**src/rtl/bgs_pkg.sv**
```systemverilog
package bgs_pkg;

    typedef enum logic [2:0] {
        ST_IDLE,
        ST_HIGH,
        ST_DEAD,
        ST_LOW,
        ST_GAP,
        ST_OVR,
        ST_BRK,
        ST_FLT
    } seq_state_e;

    typedef struct packed {
        seq_state_e state;
        logic       hs;
        logic       ls;
    } seq_regs_t;

    // Round a duration up to whole clock cycles, never below two.
    function automatic int cyc_ceil(input int dur_ps, input int per_ps);
        int c;
        c = (dur_ps + per_ps - 1) / per_ps;
        return (c < 2) ? 2 : c;
    endfunction

endpackage

```
**src/rtl/bgs_sat_timer.sv**
```systemverilog
module bgs_sat_timer #(
    parameter int LIMIT      = 13,
    parameter bit START_FULL = 1'b0
) (
    input  logic clk,
    input  logic rst_n,
    input  logic clear,
    output logic done
);
    localparam int W = (LIMIT > 2) ? $clog2(LIMIT) : 1;
    localparam logic [W-1:0] TOP = W'(LIMIT - 1);

    logic [W-1:0] cnt_d, cnt_q;

    assign done = (cnt_q == TOP);

    always_comb begin
        if (clear)     cnt_d = '0;
        else if (done) cnt_d = cnt_q;
        else           cnt_d = cnt_q + 1'b1;
    end

    always_ff @(posedge clk or negedge rst_n) begin
        if (!rst_n) cnt_q <= START_FULL ? TOP : '0;
        else        cnt_q <= cnt_d;
    end

    // the count never runs past its ceiling
    a_r9_count_bounded: assert property (@(posedge clk) disable iff (!rst_n)
        (done && !clear) |=> done);

endmodule

```
**src/rtl/bgs_cycle_req.sv**
```systemverilog
module bgs_cycle_req (
    input  logic clk,
    input  logic rst_n,
    input  logic flush,
    input  logic consume,
    input  logic osc_tick,
    input  logic fpwm_mode,
    input  logic fb_low,
    output logic req
);
    logic start;
    logic pend_d, pend_q;

    // fixed frequency: every tick; skipping: only ticks seen with feedback low
    assign start = osc_tick && (fpwm_mode || fb_low);
    assign req   = pend_q || start;

    always_comb begin
        if (flush || consume) pend_d = 1'b0;
        else                  pend_d = req;
    end

    always_ff @(posedge clk or negedge rst_n) begin
        if (!rst_n) pend_q <= 1'b0;
        else        pend_q <= pend_d;
    end

    // a flushed request is gone on the following cycle
    a_r10_flush_clears: assert property (@(posedge clk) disable iff (!rst_n)
        flush |=> !pend_q);

endmodule

```
**src/rtl/buck_gate_seq.sv**
```systemverilog
module buck_gate_seq
    import bgs_pkg::*;
#(
    parameter int CLK_PS      = 8000,
    parameter int DEAD_MAX_PS = 100000,
    parameter int MIN_OFF_PS  = 250000
) (
    input  logic clk,
    input  logic rst_n,
    input  logic chan_en,
    input  logic fault_force,
    input  logic fpwm_mode,
    input  logic startup,
    input  logic osc_tick,
    input  logic cs_ctrl,
    input  logic cs_light,
    input  logic ilim_pos,
    input  logic ilim_neg,
    input  logic fb_low,
    input  logic out_low,
    input  logic sw_zero,
    input  logic il_zero,
    output logic hs_on,
    output logic ls_on
);
    localparam int DEAD_CYC = cyc_ceil(DEAD_MAX_PS, CLK_PS);
    localparam int OFF_CYC  = cyc_ceil(MIN_OFF_PS, CLK_PS);

    seq_regs_t regs_d, regs_q;

    logic req, flush, consume;
    logic dt_done, off_done;
    logic ovr_req, hs_end, ls_block, norm_go, hs_state;

    assign hs_state = (regs_q.state == ST_HIGH) || (regs_q.state == ST_OVR);

    bgs_cycle_req u_req (
        .clk      (clk),
        .rst_n    (rst_n),
        .flush    (flush),
        .consume  (consume),
        .osc_tick (osc_tick),
        .fpwm_mode(fpwm_mode),
        .fb_low   (fb_low),
        .req      (req)
    );

    bgs_sat_timer #(.LIMIT(DEAD_CYC), .START_FULL(1'b0)) u_dead (
        .clk  (clk),
        .rst_n(rst_n),
        .clear(regs_q.state != ST_DEAD),
        .done (dt_done)
    );

    bgs_sat_timer #(.LIMIT(OFF_CYC), .START_FULL(1'b1)) u_off (
        .clk  (clk),
        .rst_n(rst_n),
        .clear(hs_state),
        .done (off_done)
    );

    assign ovr_req  = out_low && !startup && !ilim_pos;
    assign hs_end   = ilim_pos || (fpwm_mode ? cs_ctrl : cs_light);
    assign ls_block = ilim_neg || (!fpwm_mode && il_zero);
    assign norm_go  = req && off_done;

    always_comb begin
        seq_state_e nxt;
        nxt     = regs_q.state;
        flush   = 1'b0;
        consume = 1'b0;

        if (!chan_en) begin
            nxt   = ST_IDLE;
            flush = 1'b1;
        end else if (fault_force) begin
            flush = 1'b1;
            nxt   = hs_state ? ST_BRK : ST_FLT;
        end else begin
            unique case (regs_q.state)
                ST_IDLE: begin
                    if (ovr_req)      nxt = ST_OVR;
                    else if (norm_go) begin
                        nxt     = ST_HIGH;
                        consume = 1'b1;
                    end
                end
                ST_HIGH: begin
                    if (ovr_req)     nxt = ST_OVR;
                    else if (hs_end) nxt = ST_DEAD;
                end
                ST_OVR: begin
                    flush = 1'b1;
                    if (!ovr_req) nxt = ST_DEAD;
                end
                ST_DEAD: begin
                    if (ovr_req) nxt = ST_OVR;
                    else if (norm_go) begin
                        nxt     = ST_HIGH;
                        consume = 1'b1;
                    end else if (sw_zero || dt_done) begin
                        nxt = ls_block ? ST_IDLE : ST_LOW;
                    end
                end
                ST_LOW: begin
                    if (ovr_req || norm_go) nxt = ST_GAP;
                    else if (ls_block)      nxt = ST_IDLE;
                end
                ST_GAP: begin
                    if (ovr_req) nxt = ST_OVR;
                    else if (norm_go) begin
                        nxt     = ST_HIGH;
                        consume = 1'b1;
                    end else begin
                        nxt = ST_IDLE;
                    end
                end
                ST_BRK:  nxt = ST_IDLE;
                ST_FLT:  nxt = ST_LOW;
                default: nxt = ST_IDLE;
            endcase
        end

        regs_d.state = nxt;
        regs_d.hs    = (nxt == ST_HIGH) || (nxt == ST_OVR);
        regs_d.ls    = (nxt == ST_LOW) || (nxt == ST_FLT);
    end

    always_ff @(posedge clk or negedge rst_n) begin
        if (!rst_n) begin
            regs_q.state <= ST_IDLE;
            regs_q.hs    <= 1'b0;
            regs_q.ls    <= 1'b0;
        end else begin
            regs_q <= regs_d;
        end
    end

    assign hs_on = regs_q.hs;
    assign ls_on = regs_q.ls;

    a_r1_ls_after_gap: assert property (@(posedge clk) disable iff (!rst_n)
        $rose(ls_on) |-> !$past(hs_on));

    a_r1_hs_after_gap: assert property (@(posedge clk) disable iff (!rst_n)
        $rose(hs_on) |-> !$past(ls_on));

    a_r10_disable_off: assert property (@(posedge clk) disable iff (!rst_n)
        !chan_en |=> (!hs_on && !ls_on));

    a_r11_fault_hs_off: assert property (@(posedge clk) disable iff (!rst_n)
        (chan_en && fault_force) |=> !hs_on);

    a_r9_min_off: assert property (@(posedge clk) disable iff (!rst_n)
        ($rose(hs_on) && regs_q.state == ST_HIGH) |-> $past(off_done));

    a_r3_dead_cap: assert property (@(posedge clk) disable iff (!rst_n)
        (chan_en && !fault_force && regs_q.state == ST_DEAD && dt_done)
        |=> (regs_q.state != ST_DEAD));

    a_r6_pos_limit: assert property (@(posedge clk) disable iff (!rst_n)
        (regs_q.state == ST_HIGH && ilim_pos) |=> !hs_on);

    a_r7_neg_limit: assert property (@(posedge clk) disable iff (!rst_n)
        (regs_q.state == ST_LOW && ilim_neg && !fault_force) |=> !ls_on);

    a_r8_override_hold: assert property (@(posedge clk) disable iff (!rst_n)
        (chan_en && !fault_force && hs_on && ovr_req) |=> (hs_on && !ls_on));

endmodule

```
**config.mk**
```make
export PLATFORM = sky130hd
export DESIGN_NAME = buck_gate_seq
export DESIGN_NICKNAME = d
export VERILOG_FILES = /design/src/rtl/bgs_pkg.sv /design/src/rtl/bgs_sat_timer.sv /design/src/rtl/bgs_cycle_req.sv /design/src/rtl/buck_gate_seq.sv
export SDC_FILE = /design/constraint.sdc
export NUM_CORES = 1
export LEC_CHECK = 0
export BUFFER_PORTS_ARGS = -buffer_cell sky130_fd_sc_hd__buf_2
export CAP_MARGIN = 20
export CORE_ASPECT_RATIO = 1.1
export CORE_UTILIZATION = 35
export CTS_BUF_LIST = sky130_fd_sc_hd__clkbuf_4 sky130_fd_sc_hd__clkbuf_8 sky130_fd_sc_hd__clkbuf_16
export DETAILED_ROUTE_END_ITERATION = 12
export PLACE_DENSITY = 0.58
export SYNTH_ARGS = -nofsm -noshare
export SYNTH_HDL_FRONTEND = slang
export SYNTH_SLANG_ARGS = --single-unit
```
**constraint.sdc**
```tcl
create_clock -name clk -period 2.2 [get_ports clk]
set_input_delay 0.44 -clock clk [delete_from_list [all_inputs] [get_ports clk]]
set_output_delay 0.44 -clock clk [all_outputs]
set_load 0.005 [all_outputs]
```
==> metrics.txt, run 1 <==
# TYPE chip_impl_metric gauge
chip_impl_metric{name="floorplan.core_area",unit="um^2"} 2300
chip_impl_metric{name="cp_max_fo",unit=""} 3
chip_impl_info{name="r2r-start",value="u_off.cnt_q[0]"} 1
chip_impl_metric{name="setup_viol",unit=""} 0
chip_impl_metric{name="ctsLongestPathBuffers",unit=""} 2
chip_impl_metric{name="clock_sinks",unit=""} 15
chip_impl_metric{name="timing_worst_slew_pin_value",unit="ns"} 0.411
chip_impl_metric{name="slew_headroom",unit=""} 0.719
chip_impl_metric{name="post_synth_xor_area_fraction",unit=""} 0.0502
chip_impl_metric{name="synth-compound-area-share",unit=""} 0.174
chip_impl_metric{name="yosys.area_share.adder",unit=""} 0.0574
chip_impl_metric{name="floorplan.initialDensity",unit=""} 0.380
chip_impl_metric{name="synth_area_per_cell",unit="um^2"} 9.91
chip_impl_metric{name="filler_cell_count",unit=""} 242
chip_impl_metric{name="ys_async_sr_fraction",unit=""} 1.00
chip_impl_metric{name="largest_net_degree_at_the_start_of_global_routing",unit=""} 16
chip_impl_metric{name="synth.area.mux_share",unit=""} 0.0344
chip_impl_metric{name="postCtsResizedCells",unit=""} 0
chip_impl_metric{name="power_density_over_the_cells",unit="nW/um^2"} 691
chip_impl_metric{name="worst_skew_pair.late_latency",unit="ns"} 0.28
chip_impl_metric{name="routabilityCongestion",unit=""} 0.771
chip_impl_metric{name="hold_viol",unit=""} 0
chip_impl_metric{name="die_w",unit="um"} 49.6
chip_impl_metric{name="ios",unit=""} 17
chip_impl_metric{name="first_global_vias",unit=""} 690
chip_impl_info{name="cp-end-kind",value="register"} 1
chip_impl_metric{name="syn-cell-area",unit="um^2"} 872
chip_impl_metric{name="post-cts-setup-buffer-count",unit=""} 0
chip_impl_metric{name="timing.fmax",unit="MHz"} 502
chip_impl_metric{name="globalRouteOverflowTotal",unit=""} 0
chip_impl_metric{name="diodes",unit=""} 0
chip_impl_metric{name="dr.first_iter.drc_count",unit=""} 8
chip_impl_metric{name="layout.core_utilization",unit=""} 0.447
chip_impl_metric{name="drive_gt1_frac",unit=""} 0.296
chip_impl_metric{name="final_period_minus_worst_setup_slack",unit="ns"} 1.99
chip_impl_metric{name="firstDrtPassIters",unit=""} 4
chip_impl_info{name="path_class",value="reg -> reg"} 1
chip_impl_info{name="dominantRegCellSynth",value="sky130_fd_sc_hd__dfrtp_1"} 1
chip_impl_info{name="synthTopCellsByArea",value="sky130_fd_sc_hd__dfrtp_1 (29%), sky130_fd_sc_hd__dfstp_2 (15%), sky130_fd_sc_hd__ha_1 (5.7%), sky130_fd_sc_hd__nor2_1 (4.3%), sky130_fd_sc_hd__mux2i_1 (3.4%)"} 1
chip_impl_metric{name="wirelength",unit="um"} 1710
chip_impl_metric{name="fp.dieArea",unit="um^2"} 2700
chip_impl_info{name="cp-startpoint",value="u_off.cnt_q[0]"} 1
chip_impl_info{name="min_path_type",value="in -> async"} 1
chip_impl_metric{name="fin_skew",unit="ns"} 0.00652
chip_impl_metric{name="synth-seq-cells",unit=""} 15
chip_impl_metric{name="number_of_flops_mapped_to_enable_cells_by_yosys",unit=""} 0
chip_impl_metric{name="slew_violations",unit=""} 0
chip_impl_metric{name="yosys.area.top_type_share",unit=""} 0.287
chip_impl_metric{name="h-tree-depth",unit=""} 1
chip_impl_metric{name="groute.usage.overall",unit=""} 0.149
chip_impl_metric{name="finalPower",unit="uW"} 709
chip_impl_info{name="rsz0062_at_grt",value="false"} 1
chip_impl_metric{name="power_leakage",unit="uW"} 0.000449
chip_impl_metric{name="syn_to_final_growth",unit="%"} 17.6
chip_impl_metric{name="synthesis.yosys.warnings",unit=""} 0
chip_impl_metric{name="post_synth_simple_gate_area",unit=""} 0.224
chip_impl_metric{name="post_drt_via_cell_ratio",unit=""} 5.25
chip_impl_metric{name="setup_total_negative_slack",unit="ns"} 0
chip_impl_metric{name="min_period_over_period",unit=""} 0.905
chip_impl_info{name="clock-root-buffer",value="sky130_fd_sc_hd__clkbuf_4"} 1
chip_impl_metric{name="crit_arrival",unit="ns"} 2.20
chip_impl_metric{name="postLayoutCellArea",unit="um^2"} 1030
chip_impl_info{name="run_status",value="finished, final reports clean"} 1
chip_impl_metric{name="remaining_drc_errors",unit=""} 0
chip_impl_metric{name="max_cap_violations",unit=""} 0
chip_impl_metric{name="antenna_found_initial",unit=""} 0
chip_impl_metric{name="cp.required",unit="ns"} 2.41
chip_impl_metric{name="final_nets",unit=""} 128
chip_impl_metric{name="place.detailed.hpwl",unit="um"} 1340
chip_impl_metric{name="first_pass_grt_wire_length",unit="um"} 2910
chip_impl_metric{name="cts-hold-fix-buffers",unit=""} 0
chip_impl_metric{name="detailroute.via_count",unit=""} 724
chip_impl_info{name="largest_family_of_logic_cells_by_synthesized_area",value="simple AND/OR/NAND/NOR gates"} 1
chip_impl_metric{name="clk_pin_slew",unit="ns"} 0.09
chip_impl_metric{name="wl_per_cell",unit="um"} 12.4
chip_impl_metric{name="post_synth_inst_count",unit=""} 88
chip_impl_metric{name="cts_made_buffers",unit=""} 3
chip_impl_metric{name="vdd.ir_drop.worst",unit="V"} 0.000326
chip_impl_metric{name="die_h",unit="um"} 54.4
chip_impl_metric{name="syn_nets",unit=""} 107
chip_impl_info{name="synth_common_cells",value="sky130_fd_sc_hd__dfrtp_1 (10), sky130_fd_sc_hd__nor2_1 (10), sky130_fd_sc_hd__dfstp_2 (5), sky130_fd_sc_hd__nand2_1 (5), sky130_fd_sc_hd__nor3_1 (5)"} 1
chip_impl_metric{name="share_of_the_yosys_chip_area_belonging_to_registers",unit=""} 0.438
chip_impl_info{name="tritoncts",value="built"} 1
chip_impl_metric{name="io_buffer_count",unit=""} 16
chip_impl_info{name="top_cell_type_by_total_area_after_synthesis",value="sky130_fd_sc_hd__dfrtp_1"} 1
chip_impl_metric{name="row_count",unit=""} 18
chip_impl_info{name="worstSetupStartpointType",value="register"} 1
chip_impl_metric{name="synth_cell_type_count",unit=""} 37
chip_impl_metric{name="dpl-instance-area",unit="um^2"} 996
chip_impl_metric{name="finalHoldWorstSlack",unit="ns"} 0.0433
chip_impl_metric{name="antenna_violating_nets_post_route",unit=""} 0
## flip-flops by register name, indices dropped and copies added, names as in the netlist
register	flops
ls_on	1
u_req.pend_q	1
u_dead.cnt_q	4
u_off.cnt_q	5
hs_on	1
regs_q	3
## logic make-up after synthesis
logic type,after synthesis
multiplexers,3
buffers and inverters,5
flip-flops,15
AND/OR/NAND/NOR,37
adder cells (fa/ha/maj),4
AO/OA/AOI/OAI,19
XOR/XNOR,5
## critical path: stages, from the launching register on
cell                      delay [ns]
sky130_fd_sc_hd__dfstp_2        0.39
sky130_fd_sc_hd__ha_1           0.19
sky130_fd_sc_hd__and3_1         0.18
sky130_fd_sc_hd__ha_1           0.19
sky130_fd_sc_hd__o21ai_1        0.13
sky130_fd_sc_hd__o21ai_1        0.13
sky130_fd_sc_hd__o32a_1         0.38
sky130_fd_sc_hd__or2_1          0.24
sky130_fd_sc_hd__o22ai_2        0.08
## metrics by stage
step                      std cells  setup slack [ns]
after CTS                       138             0.209
final                           138             0.209
after global routing            138            0.0325
after global placement          134             0.263
after floorplan                  88             0.201
after detailed placement        134             0.245
## layout make-up
| class | count | area (um^2) | area share |
|---|---|---|---|
| clock buffers | 4 | 30.0 | 0.0293 |
| inverters | 3 | 11.3 | 0.0110 |
| multi-input cells | 68 | 470 | 0.459 |
| flip-flops and latches | 15 | 382 | 0.372 |
| well taps | 30 | 37.5 | 0.0366 |
| repair buffers | 18 | 95.1 | 0.0927 |
## path summary, 6_finish.rpt
check                            endpoint  slack [ns]  depth (start not counted)
max in group asynchronous  u_off.cnt_q[3]        1.86                          1
min                             regs_q[4]        0.04                          1
min reg2reg                u_off.cnt_q[1]        0.56                          2
max                                 ls_on        0.21                          8
min in group clk                regs_q[4]        0.41                          2
max reg2reg                         ls_on        0.21                          8
## per-layer routing
metal  share of wire  track usage
met1            0.40        0.152
met2            0.56        0.288
met3           0.036       0.0528
met4          0.0088       0.0429
met5               0            0
## placed cells by master, fill, tap and decap left out, types with 2 or more instances in the layout
| cell type | instances |
|---|---|
| sky130_fd_sc_hd__a31oi_1 | 3 |
| sky130_fd_sc_hd__nor3b_1 | 2 |
| sky130_fd_sc_hd__nand3_1 | 2 |
| sky130_fd_sc_hd__buf_2 | 16 |
| sky130_fd_sc_hd__mux2i_1 | 3 |
| sky130_fd_sc_hd__dfrtp_1 | 10 |
| sky130_fd_sc_hd__ha_1 | 4 |
| sky130_fd_sc_hd__xnor2_1 | 3 |
| sky130_fd_sc_hd__a2111oi_0 | 2 |
| sky130_fd_sc_hd__xor2_1 | 2 |
| sky130_fd_sc_hd__o21ai_1 | 2 |
| sky130_fd_sc_hd__buf_4 | 2 |
| sky130_fd_sc_hd__dfstp_2 | 5 |
| sky130_fd_sc_hd__inv_1 | 2 |
| sky130_fd_sc_hd__nor3_1 | 5 |
| sky130_fd_sc_hd__clkbuf_4 | 4 |
| sky130_fd_sc_hd__nand2_1 | 5 |
| sky130_fd_sc_hd__nor2_1 | 10 |
| sky130_fd_sc_hd__o21a_1 | 3 |
| sky130_fd_sc_hd__nor2b_1 | 4 |
| sky130_fd_sc_hd__a21oi_1 | 2 |
## power by group
group	total [uW]	internal [uW]	switching, uW
Combinational	154	77.3	76.9
Sequential	387	346	40.7
Clock	167	82.7	84.7
(Power assumes the default switching activity.)
==> inputs of run 2 (changes only) <==
--- a/config.mk
+++ b/config.mk
@@ -8,10 +8,10 @@
 export BUFFER_PORTS_ARGS = -buffer_cell sky130_fd_sc_hd__buf_2
 export CAP_MARGIN = 20
 export CORE_ASPECT_RATIO = 1.1
-export CORE_UTILIZATION = 35
+export CORE_UTILIZATION = 45
 export CTS_BUF_LIST = sky130_fd_sc_hd__clkbuf_4 sky130_fd_sc_hd__clkbuf_8 sky130_fd_sc_hd__clkbuf_16
 export DETAILED_ROUTE_END_ITERATION = 12
-export PLACE_DENSITY = 0.58
+export PLACE_DENSITY = 0.7
 export SYNTH_ARGS = -nofsm -noshare
 export SYNTH_HDL_FRONTEND = slang
 export SYNTH_SLANG_ARGS = --single-unit
==> metrics.txt, run 2 (synthesis gave the netlist of run 1 again) <==
# TYPE chip_impl_metric gauge
chip_impl_metric{name="diodes",unit=""} 0
chip_impl_metric{name="timing_worst_slew_pin_value",unit="ns"} 0.394
chip_impl_metric{name="largest_net_degree_at_the_start_of_global_routing",unit=""} 16
chip_impl_info{name="layout.cells.most_common_list",value="sky130_fd_sc_hd__buf_2 (16), sky130_fd_sc_hd__nor2_1 (10), sky130_fd_sc_hd__dfrtp_1 (10)"} 1
chip_impl_info{name="tritoncts",value="built"} 1
chip_impl_info{name="run_status",value="finished, final reports clean"} 1
chip_impl_metric{name="cts_made_buffers",unit=""} 3
chip_impl_metric{name="cp.required",unit="ns"} 2.39
chip_impl_metric{name="h-tree-depth",unit=""} 1
chip_impl_metric{name="crit_arrival",unit="ns"} 2.21
chip_impl_metric{name="antenna_violating_nets_post_route",unit=""} 0
chip_impl_info{name="min_path_type",value="in -> async"} 1
chip_impl_metric{name="slew_headroom",unit=""} 0.731
chip_impl_metric{name="routabilityCongestion",unit=""} 0.759
chip_impl_metric{name="ios",unit=""} 17
chip_impl_metric{name="die_w",unit="um"} 44.0
chip_impl_metric{name="slew_violations",unit=""} 0
chip_impl_metric{name="p_comb_frac",unit=""} 0.224
chip_impl_info{name="clock-root-buffer",value="sky130_fd_sc_hd__clkbuf_4"} 1
chip_impl_metric{name="min_period_over_period",unit=""} 0.918
chip_impl_metric{name="power.clock.fraction",unit=""} 0.231
chip_impl_metric{name="fin_skew",unit="ns"} 0.00754
chip_impl_metric{name="first_pass_grt_wire_length",unit="um"} 2880
chip_impl_metric{name="number_of_flip_flops_under_the_largest_register_name",unit=""} 5
chip_impl_metric{name="p_int",unit="uW"} 507
chip_impl_info{name="cp-startpoint",value="u_off.cnt_q[0]"} 1
chip_impl_metric{name="syn_to_final_growth",unit="%"} 15.9
chip_impl_metric{name="post_drt_via_cell_ratio",unit=""} 5.50
chip_impl_metric{name="setup_viol",unit=""} 0
chip_impl_metric{name="total_switching_power",unit="uW"} 205
chip_impl_metric{name="max_cap_violations",unit=""} 0
chip_impl_metric{name="power_density_over_the_cells",unit="nW/um^2"} 704
chip_impl_info{name="layout.cells.most_common",value="sky130_fd_sc_hd__buf_2"} 1
chip_impl_metric{name="floorplan.initialDensity",unit=""} 0.484
chip_impl_metric{name="r2r_slack",unit="ns"} 0.18
chip_impl_metric{name="worst_skew_pair.late_latency",unit="ns"} 0.27
chip_impl_metric{name="final_period_minus_worst_setup_slack",unit="ns"} 2.02
chip_impl_metric{name="antenna_found_initial",unit=""} 0
chip_impl_metric{name="remaining_drc_errors",unit=""} 0
chip_impl_info{name="rsz0062_at_grt",value="false"} 1
chip_impl_metric{name="setup_total_negative_slack",unit="ns"} 0
chip_impl_metric{name="first_global_vias",unit=""} 678
chip_impl_metric{name="p_seq_frac",unit=""} 0.545
chip_impl_metric{name="vdd.ir_drop.worst",unit="V"} 0.000451
chip_impl_metric{name="worst_r2r_path_depth",unit=""} 8
chip_impl_metric{name="power.share.switching",unit=""} 0.287
chip_impl_metric{name="timing.fmax",unit="MHz"} 495
chip_impl_metric{name="layout.core_utilization",unit=""} 0.561
chip_impl_metric{name="cp_max_fo",unit=""} 3
chip_impl_metric{name="floorplan.core_area",unit="um^2"} 1800
chip_impl_info{name="layout_top_registers",value="u_off.cnt_q (5), u_dead.cnt_q (4), regs_q (3)"} 1
chip_impl_metric{name="ctsLongestPathBuffers",unit=""} 2
chip_impl_metric{name="row_count",unit=""} 16
chip_impl_info{name="capturing_point_of_the_worst_reg2reg_path",value="ls_on"} 1
chip_impl_info{name="r2r-start",value="u_off.cnt_q[0]"} 1
chip_impl_metric{name="globalRouteOverflowTotal",unit=""} 0
chip_impl_info{name="worstSetupStartpointType",value="register"} 1
chip_impl_metric{name="die_h",unit="um"} 48.2
chip_impl_metric{name="drive_gt1_frac",unit=""} 0.296
chip_impl_metric{name="hold_viol",unit=""} 0
chip_impl_metric{name="postCtsResizedCells",unit=""} 0
chip_impl_metric{name="clk_pin_slew",unit="ns"} 0.09
chip_impl_metric{name="place.detailed.hpwl",unit="um"} 1330
chip_impl_metric{name="final_nets",unit=""} 128
chip_impl_metric{name="wirelength",unit="um"} 1720
chip_impl_metric{name="power_leakage",unit="uW"} 0.000449
chip_impl_metric{name="cts-hold-fix-buffers",unit=""} 0
chip_impl_info{name="largest_register",value="u_off.cnt_q"} 1
chip_impl_metric{name="clock_sinks",unit=""} 15
chip_impl_metric{name="io_buffer_count",unit=""} 16
chip_impl_metric{name="groute.usage.overall",unit=""} 0.188
chip_impl_metric{name="firstDrtPassIters",unit=""} 6
chip_impl_metric{name="detailroute.via_count",unit=""} 693
chip_impl_metric{name="fp.dieArea",unit="um^2"} 2120
chip_impl_info{name="path_class",value="reg -> reg"} 1
chip_impl_info{name="cp-end-kind",value="register"} 1
chip_impl_metric{name="wl_per_cell",unit="um"} 13.6
chip_impl_metric{name="post-cts-setup-buffer-count",unit=""} 0
chip_impl_metric{name="dr.first_iter.drc_count",unit=""} 22
run 2: per-stage QoR:
step / instance area (um^2) / hold WS [ns] / cells / power, uW / setup slack [ns]
detailed placement: 981 / 0.368 / 122 / 552 / 0.206
finish: 1010 / 0.0507 / 126 / 712 / 0.180
floorplan: 872 / 0.144 / 88 / 493 / 0.201
global placement: 981 / 0.362 / 122 / 541 / 0.285
global route: 1010 / 0.0712 / 126 / 767 / 0.0483
CTS: 1010 / 0.0525 / 126 / 721 / 0.178
run 2: power by group through the flow:
stage,clock network [uW],logic (uW),registers [uW]
detailed placement,0,161,391
finish,165,159,388
CTS,172,162,388
global placement,0,152,389
floorplan,0,112,381
global route,188,187,392
run 2: how the worst max path moves through the flow:
stage / depth (start not counted) / to / slack [ns]
after floorplan: 9 / ls_on / 0.20
after global placement: 8 / ls_on / 0.28
after detailed placement: 8 / ls_on / 0.21
after CTS: 8 / ls_on / 0.18
after global routing: 8 / ls_on / 0.05
final: 8 / ls_on / 0.18
run 2: worst max-delay path: stages, from the launching register on:
cell and delay (ns):
sky130_fd_sc_hd__dfstp_2 0.39, sky130_fd_sc_hd__ha_1 0.19, sky130_fd_sc_hd__and3_1 0.18, sky130_fd_sc_hd__ha_1 0.18, sky130_fd_sc_hd__o21ai_1 0.14, sky130_fd_sc_hd__o21ai_1 0.13
sky130_fd_sc_hd__o32a_1 0.38, sky130_fd_sc_hd__or2_1 0.25, sky130_fd_sc_hd__o22ai_2 0.10
run 2: final cells by class:
| cell class | instances | area [um^2] |
|---|---|---|
| tap | 18 | 22.5 |
| sequential | 15 | 382 |
| multi-input combinational | 68 | 470 |
| inverter | 3 | 11.3 |
| clock buffer | 4 | 30.0 |
| timing repair buffer | 18 | 95.1 |
| fill | 170 | 791 |
run 2: per-layer routing:
| metal | up-vias | routed length [um] | share of wire | track usage |
|---|---|---|---|---|
| li1 | 363 | - | - | - |
| met1 | 315 | 886 | 0.52 | 0.262 |
| met2 | 13 | 756 | 0.44 | 0.296 |
| met3 | 2 | 50 | 0.029 | 0.0333 |
| met4 | 0 | 25 | 0.015 | 0.0727 |
| met5 | - | 0 | 0 | 0 |
==> inputs of run 3 (changes only) <==
--- a/config.mk
+++ b/config.mk
@@ -9,7 +9,6 @@
 export CAP_MARGIN = 20
 export CORE_ASPECT_RATIO = 1.1
 export CORE_UTILIZATION = 45
-export CTS_BUF_LIST = sky130_fd_sc_hd__clkbuf_4 sky130_fd_sc_hd__clkbuf_8 sky130_fd_sc_hd__clkbuf_16
 export DETAILED_ROUTE_END_ITERATION = 12
 export PLACE_DENSITY = 0.7
 export SYNTH_ARGS = -nofsm -noshare
==> metrics.txt, run 3 (synthesis gave the netlist of run 1 again) <==
# TYPE chip_impl_metric gauge
chip_impl_metric{name="slew_violations",unit=""} 0
chip_impl_metric{name="ios",unit=""} 17
chip_impl_info{name="largest_register",value="u_off.cnt_q"} 1
chip_impl_metric{name="floorplan.core_area",unit="um^2"} 1800
chip_impl_info{name="capturing_point_of_the_worst_reg2reg_path",value="ls_on"} 1
chip_impl_metric{name="filler_cell_count",unit=""} 170
chip_impl_metric{name="worst-path-buf-inv",unit=""} 0
chip_impl_metric{name="remaining_drc_errors",unit=""} 0
chip_impl_metric{name="finalPower",unit="uW"} 700
chip_impl_info{name="clock-root-buffer",value="sky130_fd_sc_hd__clkbuf_4"} 1
chip_impl_metric{name="number_of_flip_flops_under_the_largest_register_name",unit=""} 5
chip_impl_metric{name="post_drt_via_cell_ratio",unit=""} 5.56
chip_impl_metric{name="multi_input_comb_area",unit="um^2"} 470
chip_impl_info{name="timing.critical_path.max_delay_family",value="compound AO/OA/AOI/OAI gates"} 1
chip_impl_metric{name="cp.required",unit="ns"} 2.39
chip_impl_info{name="layout.cells.most_common",value="sky130_fd_sc_hd__buf_2"} 1
chip_impl_info{name="rsz0062_at_grt",value="false"} 1
chip_impl_info{name="min_path_type",value="in -> async"} 1
chip_impl_info{name="layout.cells.most_common_list",value="sky130_fd_sc_hd__buf_2 (16), sky130_fd_sc_hd__nor2_1 (10), sky130_fd_sc_hd__dfrtp_1 (10)"} 1
chip_impl_info{name="path_cells",value="ha_1 -> and3_1 -> ha_1 -> o21ai_1 -> o21ai_1 -> o32a_1 -> or2_1 -> o22ai_2"} 1
chip_impl_metric{name="vdd.ir_drop.worst",unit="V"} 0.000450
chip_impl_info{name="run_status",value="finished, final reports clean"} 1
chip_impl_metric{name="hold_viol",unit=""} 0
chip_impl_metric{name="cts-hold-fix-buffers",unit=""} 0
chip_impl_metric{name="clk_pin_slew",unit="ns"} 0.09
chip_impl_info{name="cp-end-kind",value="register"} 1
chip_impl_metric{name="largest_net_degree_at_the_start_of_global_routing",unit=""} 16
chip_impl_metric{name="post_layout_instance_count_excluding_filler_cells",unit=""} 126
chip_impl_metric{name="setup_viol",unit=""} 0
chip_impl_metric{name="wl_per_cell",unit="um"} 13.7
chip_impl_metric{name="h-tree-depth",unit=""} 1
chip_impl_metric{name="diodes",unit=""} 0
chip_impl_metric{name="crit_arrival",unit="ns"} 2.24
chip_impl_metric{name="slew_headroom",unit=""} 0.731
chip_impl_metric{name="ctsLongestPathBuffers",unit=""} 2
chip_impl_metric{name="min_period_over_period",unit=""} 0.931
chip_impl_metric{name="post-cts-setup-buffer-count",unit=""} 0
chip_impl_metric{name="max_cap_violations",unit=""} 0
chip_impl_metric{name="critical-path-max-stage-delay",unit="ns"} 0.39
chip_impl_metric{name="worst_r2r_path_depth",unit=""} 8
chip_impl_info{name="worstSetupStartpointType",value="register"} 1
chip_impl_metric{name="fin_skew",unit="ns"} 0.0119
chip_impl_metric{name="detailroute.via_count",unit=""} 700
chip_impl_metric{name="timing_worst_slew_pin_value",unit="ns"} 0.394
chip_impl_info{name="layout_top_registers",value="u_off.cnt_q (5), u_dead.cnt_q (4), regs_q (3)"} 1
chip_impl_metric{name="placed_cells",unit=""} 122
chip_impl_metric{name="wirelength",unit="um"} 1730
chip_impl_metric{name="clock_sinks",unit=""} 15
chip_impl_metric{name="floorplan.initialDensity",unit=""} 0.484
chip_impl_metric{name="timing.fmax",unit="MHz"} 488
chip_impl_metric{name="postCtsResizedCells",unit=""} 0
chip_impl_metric{name="die_h",unit="um"} 48.2
chip_impl_metric{name="syn_to_final_growth",unit="%"} 15.5
chip_impl_metric{name="antenna_violating_nets_post_route",unit=""} 0
chip_impl_info{name="tritoncts",value="built"} 1
chip_impl_metric{name="cts_made_buffers",unit=""} 3
chip_impl_metric{name="r2r_slack",unit="ns"} 0.15
chip_impl_info{name="path_class",value="reg -> reg"} 1
chip_impl_metric{name="firstDrtPassIters",unit=""} 6
chip_impl_metric{name="fp.dieArea",unit="um^2"} 2120
chip_impl_metric{name="first_pass_grt_wire_length",unit="um"} 2930
chip_impl_metric{name="row_count",unit=""} 16
chip_impl_info{name="cpMaxStageDelayCell",value="sky130_fd_sc_hd__dfstp_2"} 1
chip_impl_metric{name="setup_total_negative_slack",unit="ns"} 0
chip_impl_metric{name="power_leakage",unit="uW"} 0.000445
chip_impl_metric{name="first_global_vias",unit=""} 690
chip_impl_metric{name="worst_skew_pair.late_latency",unit="ns"} 0.28
chip_impl_metric{name="die_w",unit="um"} 44.0
chip_impl_metric{name="dr.first_iter.drc_count",unit=""} 22
chip_impl_metric{name="io_buffer_count",unit=""} 16
chip_impl_metric{name="seqCellArea",unit="um^2"} 382
chip_impl_metric{name="globalRouteOverflowTotal",unit=""} 0
chip_impl_metric{name="final_nets",unit=""} 128
chip_impl_metric{name="antenna_found_initial",unit=""} 0
chip_impl_metric{name="power_density_over_the_cells",unit="nW/um^2"} 695
chip_impl_metric{name="cp_max_fo",unit=""} 3
chip_impl_metric{name="place.detailed.hpwl",unit="um"} 1330
chip_impl_metric{name="final_period_minus_worst_setup_slack",unit="ns"} 2.05
chip_impl_info{name="r2r-start",value="u_off.cnt_q[0]"} 1
chip_impl_metric{name="drive_gt1_frac",unit=""} 0.287
chip_impl_metric{name="routabilityCongestion",unit=""} 0.759
chip_impl_metric{name="groute.usage.overall",unit=""} 0.190
## run 3: layout make-up
type	count	share of cell area
multi-input combinational	68	0.467
sequential	15	0.379
tap	18	0.0224
timing repair buffer	18	0.0944
clock buffer	4	0.0261
inverter	3	0.0112
## run 3: worst max path at each step
| stage | startpoint | end | slack [ns] | depth (start not counted) |
|---|---|---|---|---|
| 2_1_floorplan | u_off.cnt_q[0] | ls_on | 0.20 | 9 |
| 3_3_place_gp | u_off.cnt_q[0] | ls_on | 0.28 | 8 |
| 3_5_place_dp | u_off.cnt_q[0] | ls_on | 0.21 | 8 |
| 4_1_cts | u_off.cnt_q[0] | ls_on | 0.18 | 8 |
| 5_1_grt | u_off.cnt_q[0] | ls_on | 0.05 | 8 |
| 6_report | u_off.cnt_q[0] | ls_on | 0.15 | 8 |
## run 3: worst register-to-register path: stages, from the launching register on
cell	delay, ns
sky130_fd_sc_hd__dfstp_2	0.39
sky130_fd_sc_hd__ha_1	0.19
sky130_fd_sc_hd__and3_1	0.18
sky130_fd_sc_hd__ha_1	0.18
sky130_fd_sc_hd__o21ai_1	0.16
sky130_fd_sc_hd__o21ai_1	0.13
sky130_fd_sc_hd__o32a_1	0.38
sky130_fd_sc_hd__or2_1	0.25
sky130_fd_sc_hd__o22ai_2	0.10
## run 3: power by group
part / switching [uW] / total [uW] / leakage [uW] / internal, uW
Sequential: 40.1 / 387 / 0.000186 / 346
Combinational: 81.2 / 159 / 0.000244 / 78.3
Clock: 84.0 / 154 / 0.0000150 / 70.1
Total: 205 / 700 / 0.000445 / 495
## run 3: per-stage QoR
| step | setup WS, ns | hold slack, ns | util | cell area, um^2 |
|---|---|---|---|---|
| 2_1_floorplan | 0.201 | 0.144 | - | 872 |
| 3_3_place_gp | 0.285 | 0.362 | 0.544 | 981 |
| 3_5_place_dp | 0.206 | 0.368 | 0.544 | 981 |
| 4_1_cts | 0.182 | 0.0528 | 0.559 | 1010 |
| 5_1_grt | 0.0464 | 0.0711 | 0.559 | 1010 |
| 6_report | 0.152 | 0.0463 | 0.559 | 1010 |
## run 3: layer usage
layer  global-route usage  routed length [um]  up-vias
li1                     -                   -      362
met1                0.267                 888      323
met2                0.293                 760       13
met3               0.0333                  50        2
met4               0.0848                  25        0
met5                    0                   0        -
